`src/rtl/irqa_pkg.sv`:
```
package irqa_pkg;
  localparam int NSRC = 32;
  localparam int AW   = 3;

  localparam logic [AW-1:0] WD_PSTAT = 3'd0;
  localparam logic [AW-1:0] WD_PSET  = 3'd1;
  localparam logic [AW-1:0] WD_PCLR  = 3'd2;
  localparam logic [AW-1:0] WD_MSTAT = 3'd3;
  localparam logic [AW-1:0] WD_MSET  = 3'd4;
  localparam logic [AW-1:0] WD_MCLR  = 3'd5;

  // Next value of a set/clear bank; level inputs win over a clear.
  function automatic logic [NSRC-1:0] bank_next(
    input logic [NSRC-1:0] cur,
    input logic [NSRC-1:0] setv,
    input logic [NSRC-1:0] clrv,
    input logic [NSRC-1:0] lvl
  );
    return ((cur & ~clrv) | setv) | lvl;
  endfunction

  function automatic logic any_request(
    input logic [NSRC-1:0] pend,
    input logic [NSRC-1:0] mask
  );
    return |(pend & ~mask);
  endfunction
endpackage

```
`src/rtl/irqa_bank.sv`:
```
module irqa_bank
  import irqa_pkg::*;
#(
  parameter logic [NSRC-1:0] RST_VAL = '0
) (
  input  logic            clk,
  input  logic            rst_n,
  input  logic [NSRC-1:0] set_i,
  input  logic [NSRC-1:0] clr_i,
  input  logic [NSRC-1:0] lvl_i,
  output logic [NSRC-1:0] q_o
);
  logic [NSRC-1:0] q_nxt;

  always_comb q_nxt = bank_next(q_o, set_i, clr_i, lvl_i);

  always_ff @(posedge clk or negedge rst_n) begin
    if (!rst_n) q_o <= RST_VAL;
    else        q_o <= q_nxt;
  end
endmodule

```
`src/rtl/irqa_combine.sv`:
```
module irqa_combine
  import irqa_pkg::*;
(
  input  logic            clk,
  input  logic            rst_n,
  input  logic [NSRC-1:0] pend_i,
  input  logic [NSRC-1:0] mask_i,
  output logic            irq_o
);
  always_ff @(posedge clk or negedge rst_n) begin
    if (!rst_n) irq_o <= 1'b0;
    else        irq_o <= any_request(pend_i, mask_i);
  end
endmodule

```
`src/rtl/irq_fanin_ctrl.sv`:
```
module irq_fanin_ctrl
  import irqa_pkg::*;
(
  input  logic            clk,
  input  logic            rst_n,
  input  logic [NSRC-1:0] src_i,
  input  logic            bus_en,
  input  logic            bus_we,
  input  logic [AW-1:0]   bus_addr,
  input  logic [NSRC-1:0] bus_wdata,
  output logic [NSRC-1:0] bus_rdata,
  output logic            irq_o
);
  logic            wr;
  logic [NSRC-1:0] pset_v, pclr_v, mset_v, mclr_v;
  logic [NSRC-1:0] pend_q, mask_q;
  logic [NSRC-1:0] eff_req;

  assign wr     = bus_en & bus_we;
  assign pset_v = (wr && bus_addr == WD_PSET) ? bus_wdata : '0;
  assign pclr_v = (wr && bus_addr == WD_PCLR) ? bus_wdata : '0;
  assign mset_v = (wr && bus_addr == WD_MSET) ? bus_wdata : '0;
  assign mclr_v = (wr && bus_addr == WD_MCLR) ? bus_wdata : '0;

  irqa_bank #(.RST_VAL('0)) u_pend (
    .clk(clk), .rst_n(rst_n), .set_i(pset_v), .clr_i(pclr_v),
    .lvl_i(src_i), .q_o(pend_q)
  );

  irqa_bank #(.RST_VAL('1)) u_mask (
    .clk(clk), .rst_n(rst_n), .set_i(mset_v), .clr_i(mclr_v),
    .lvl_i('0), .q_o(mask_q)
  );

  assign eff_req = pend_q & ~mask_q;

  irqa_combine u_comb (
    .clk(clk), .rst_n(rst_n), .pend_i(pend_q), .mask_i(mask_q), .irq_o(irq_o)
  );

  always_comb begin
    bus_rdata = '0;
    if (bus_en && !bus_we) begin
      case (bus_addr)
        WD_PSTAT: bus_rdata = pend_q;
        WD_MSTAT: bus_rdata = mask_q;
        default:  bus_rdata = '0;
      endcase
    end
  end
endmodule

```
`config.mk`:
```
export PLATFORM = sky130hd
export DESIGN_NAME = irq_fanin_ctrl
export DESIGN_NICKNAME = d
export VERILOG_FILES = /design/src/rtl/irqa_pkg.sv /design/src/rtl/irqa_bank.sv /design/src/rtl/irqa_combine.sv /design/src/rtl/irq_fanin_ctrl.sv
export SDC_FILE = /design/constraint.sdc
export NUM_CORES = 1
export LEC_CHECK = 0
export BUFFER_PORTS_ARGS = -buffer_cell sky130_fd_sc_hd__buf_2
export CAP_MARGIN = 0
export CORE_UTILIZATION = 51
export DETAILED_ROUTE_END_ITERATION = 7
export GPL_TIMING_DRIVEN = 0
export PLACE_DENSITY_LB_ADDON = 0.05
export SYNTH_ARGS = -nofsm -noshare
export SYNTH_HDL_FRONTEND = slang
export SYNTH_SLANG_ARGS = --single-unit
```
`constraint.sdc`:
```
create_clock -name clk -period 1.4 [get_ports clk]
set_input_delay 0.21 -clock clk [delete_from_list [all_inputs] [get_ports clk]]
set_output_delay 0.21 -clock clk [all_outputs]
set_load 0.03 [all_outputs]
```
==> results.toml <==
[sta]
setup_tns_ns = -0.706
drv_slew = 0
fmax_mhz = 671
post-route-period-util_pct = 106
finalHoldViolCount = 0
maxSlewHeadroom_pct = 44.5
hold_ws_ns = 0.0592
rsz0062_at_grt = "yes"
finalClockSkew_ns = 0.0152
worst_pin_slew_ns = 0.833
setup_ws_ns = -0.0907
setup_violations = 27
fin_crit_ns = 1.49

[cts]
cts_buffer_depth = 2
cts-htree-levels = 3
clkTransAtPathRegs_ns = 0.08
clk_latency_ns = 0.34
numCtsBuffers = 9
cts_num_sinks = 65
cts-root-buf = "clkbuf_8"
cts_tree = "done"

[synthesis]
synth_top_family_by_area = "compound AO/OA/AOI/OAI gates"
yosysWarnings = 0
synth_xor_area_share_pct = 0
synth_compound_area_share_pct = 20.5
synth_mux_area_share_pct = 9.17
syn_inst = 340
synth-adder-area-share_pct = 0
synth.avg_cell_area_um2 = 9.95
synth_simple_gate_area_share_pct = 13.9
synth_area_um2 = 3380
synth_cell_types = 20
synth-seq-cells = 65
synth_nets = 411
seq_area_frac_synth_pct = 49.3

[grt]
track_usage_pct = 30.4
grt_first_pass_wirelength_um = 16200
grt_pass1_vias = 3222
grt_max_degree = 66
antenna_found_initial = 0
grt_overflow = 0

[placement]
dp_cells = 519
gp_congestion = 0.796
place_hpwl_um = 6730
portBuffers = 102
placed_area_um2 = 4090

[routing]
routed_wl_um = 10400
vias_per_cell = 5.99
drc = 0
first_iter_violations = 225
drt_first_pass_iters = 5
num_vias = 3257
ant_nets = 0
post_drt_wl_per_cell_um = 19.2

[floorplanning]
ios = 104
die_area_um2 = 6960
die_h_um = 83.4
fp.dieW_um = 83.4
start_util_pct = 53.0
core-area_um2 = 6390
row_count = 29

[finish]
layout-drive-gt1-share_pct = 50.3
area_delta_synth_final_pct = 39.5
antenna_cells = 0
stdcell_count = 544
final_net_count = 533
n_fill_cell = 465
final_cell_mix = "76 x buf_2, 64 x nand2_1, 36 x buf_6, 33 x dfrtp_1"
final_common_cell = "buf_2"
final_area_um2 = 4720

[status]
outcome = "finished with violations"
violations = "negative setup slack"

[worst_setup_path]
crit_required_ns = 1.19
cp.arrival_ns = 1.28
cp_max_fo = 2
crit_type = "flop to output pin"
setup.worst_path.end_class = "output pin"
cp-start-kind = "flop"

[power]
powerDensity_nw_per_um2 = 1040
total_power_mw = 4.90
leakagePower_nw = 2.13
irDropWorstVdd_mv = 0.730

[job]
drv_cap = 0

[hold_path]
hold_path_class = "primary input to flop"
-- kinds of logic after synthesis --
kind of cell	Yosys count
simple gates	108
compound gates	82
flops	65
buf+inv	54
mux	31
-- worst max-delay path, cell delays in order (launching register included) --
cell	delay, ns
dfstp_2	0.56
a22oi_2	0.08
nor2_2	0.14
buf_6	0.15
-- what timing repair did --
action                     CTS  global route
hold buffers                 1             0
hold endpoints to repair    14             0
pin swaps                   10            12
gates resized for setup     91            23
setup endpoints to repair   32            32
buffers inserted             4             3
gates cloned                 1             0
-- state kept, by name (all words and copies together) (netlist names) --
| name | count |
|---|---|
| u_comb.irq_o | 1 |
| u_pend.q_o | 32 |
| u_mask.q_o | 32 |
-- synthesized netlist by cell type (all sizes together) --
| library cell | instances | area share [%] |
|---|---|---|
| a31oi | 1 | 0.19 |
| and4 | 4 | 1.0 |
| nor3 | 1 | 0.15 |
| nor2 | 33 | 3.7 |
| dfrtp | 33 | 24 |
| a22oi | 48 | 11 |
| dfstp | 32 | 25 |
| mux2i | 31 | 9.2 |
| buf | 11 | 2.4 |
| clkbuf | 11 | 1.2 |
| a221o | 32 | 9.5 |
| nand4 | 1 | 0.19 |
| nor4b | 2 | 1.1 |
| nand2b | 1 | 0.19 |
| inv | 32 | 3.6 |
| nor3b | 1 | 0.37 |
| nand2 | 65 | 7.2 |
| a21oi | 1 | 0.15 |
-- per-layer routing --
metal / share of wire (%) / up-vias / track usage, %
li1: - / 1466 / -
met1: 43 / 1647 / 42.0
met2: 50 / 128 / 48.2
met3: 5.5 / 16 / 4.27
met4: 2.0 / 0 / 12.8
met5: 0 / - / 0
-- area by class of cell --
cell class	count	area (µm²)	share of cell area, %
Buffer	22	194	4.11
Clock buffer	13	149	3.16
Clock inverter	3	17.5	0.371
Inverter	32	120	2.55
Multi-Input combinational cell	221	1690	35.9
Sequential cell	65	1670	35.3
Tap cell	77	96.3	2.04
Timing Repair Buffer	111	782	16.6
-- stage by stage --
stage,worst slack (ns),util (%)
floorplan,0.00320,-
global placement,-0.264,63.9
detailed placement,-0.298,64.0
CTS,-0.0495,72.3
global route,-0.107,73.9
finish,-0.0907,73.9
-- path summary, 6_finish.rpt --
path                                          startpoint                        to  slack (ns)  cells after the start
worst max-delay path             u_mask.q_o[0]$_DFF_PN1_              bus_rdata[0]       -0.09                      3
worst min-delay path                           src_i[29]  u_pend.q_o[29]$_DFF_PN0_        0.06                      2
worst max register to register   u_mask.q_o[4]$_DFF_PN1_    u_comb.irq_o$_DFF_PN0_        0.01                      5
worst min register to register  u_mask.q_o[11]$_DFF_PN1_  u_mask.q_o[11]$_DFF_PN1_        0.50                      2
max in group asynchronous                          rst_n  u_pend.q_o[19]$_DFF_PN0_        0.34                      2
min in group asynchronous                          rst_n  u_pend.q_o[26]$_DFF_PN0_        0.49                      2
-- where the power goes --
group	internal, mW	switching, mW
logic	0.463	0.604
clock network	0.688	0.717
registers	2.26	0.162
Note: power is estimated with default switching activity, not from simulation.
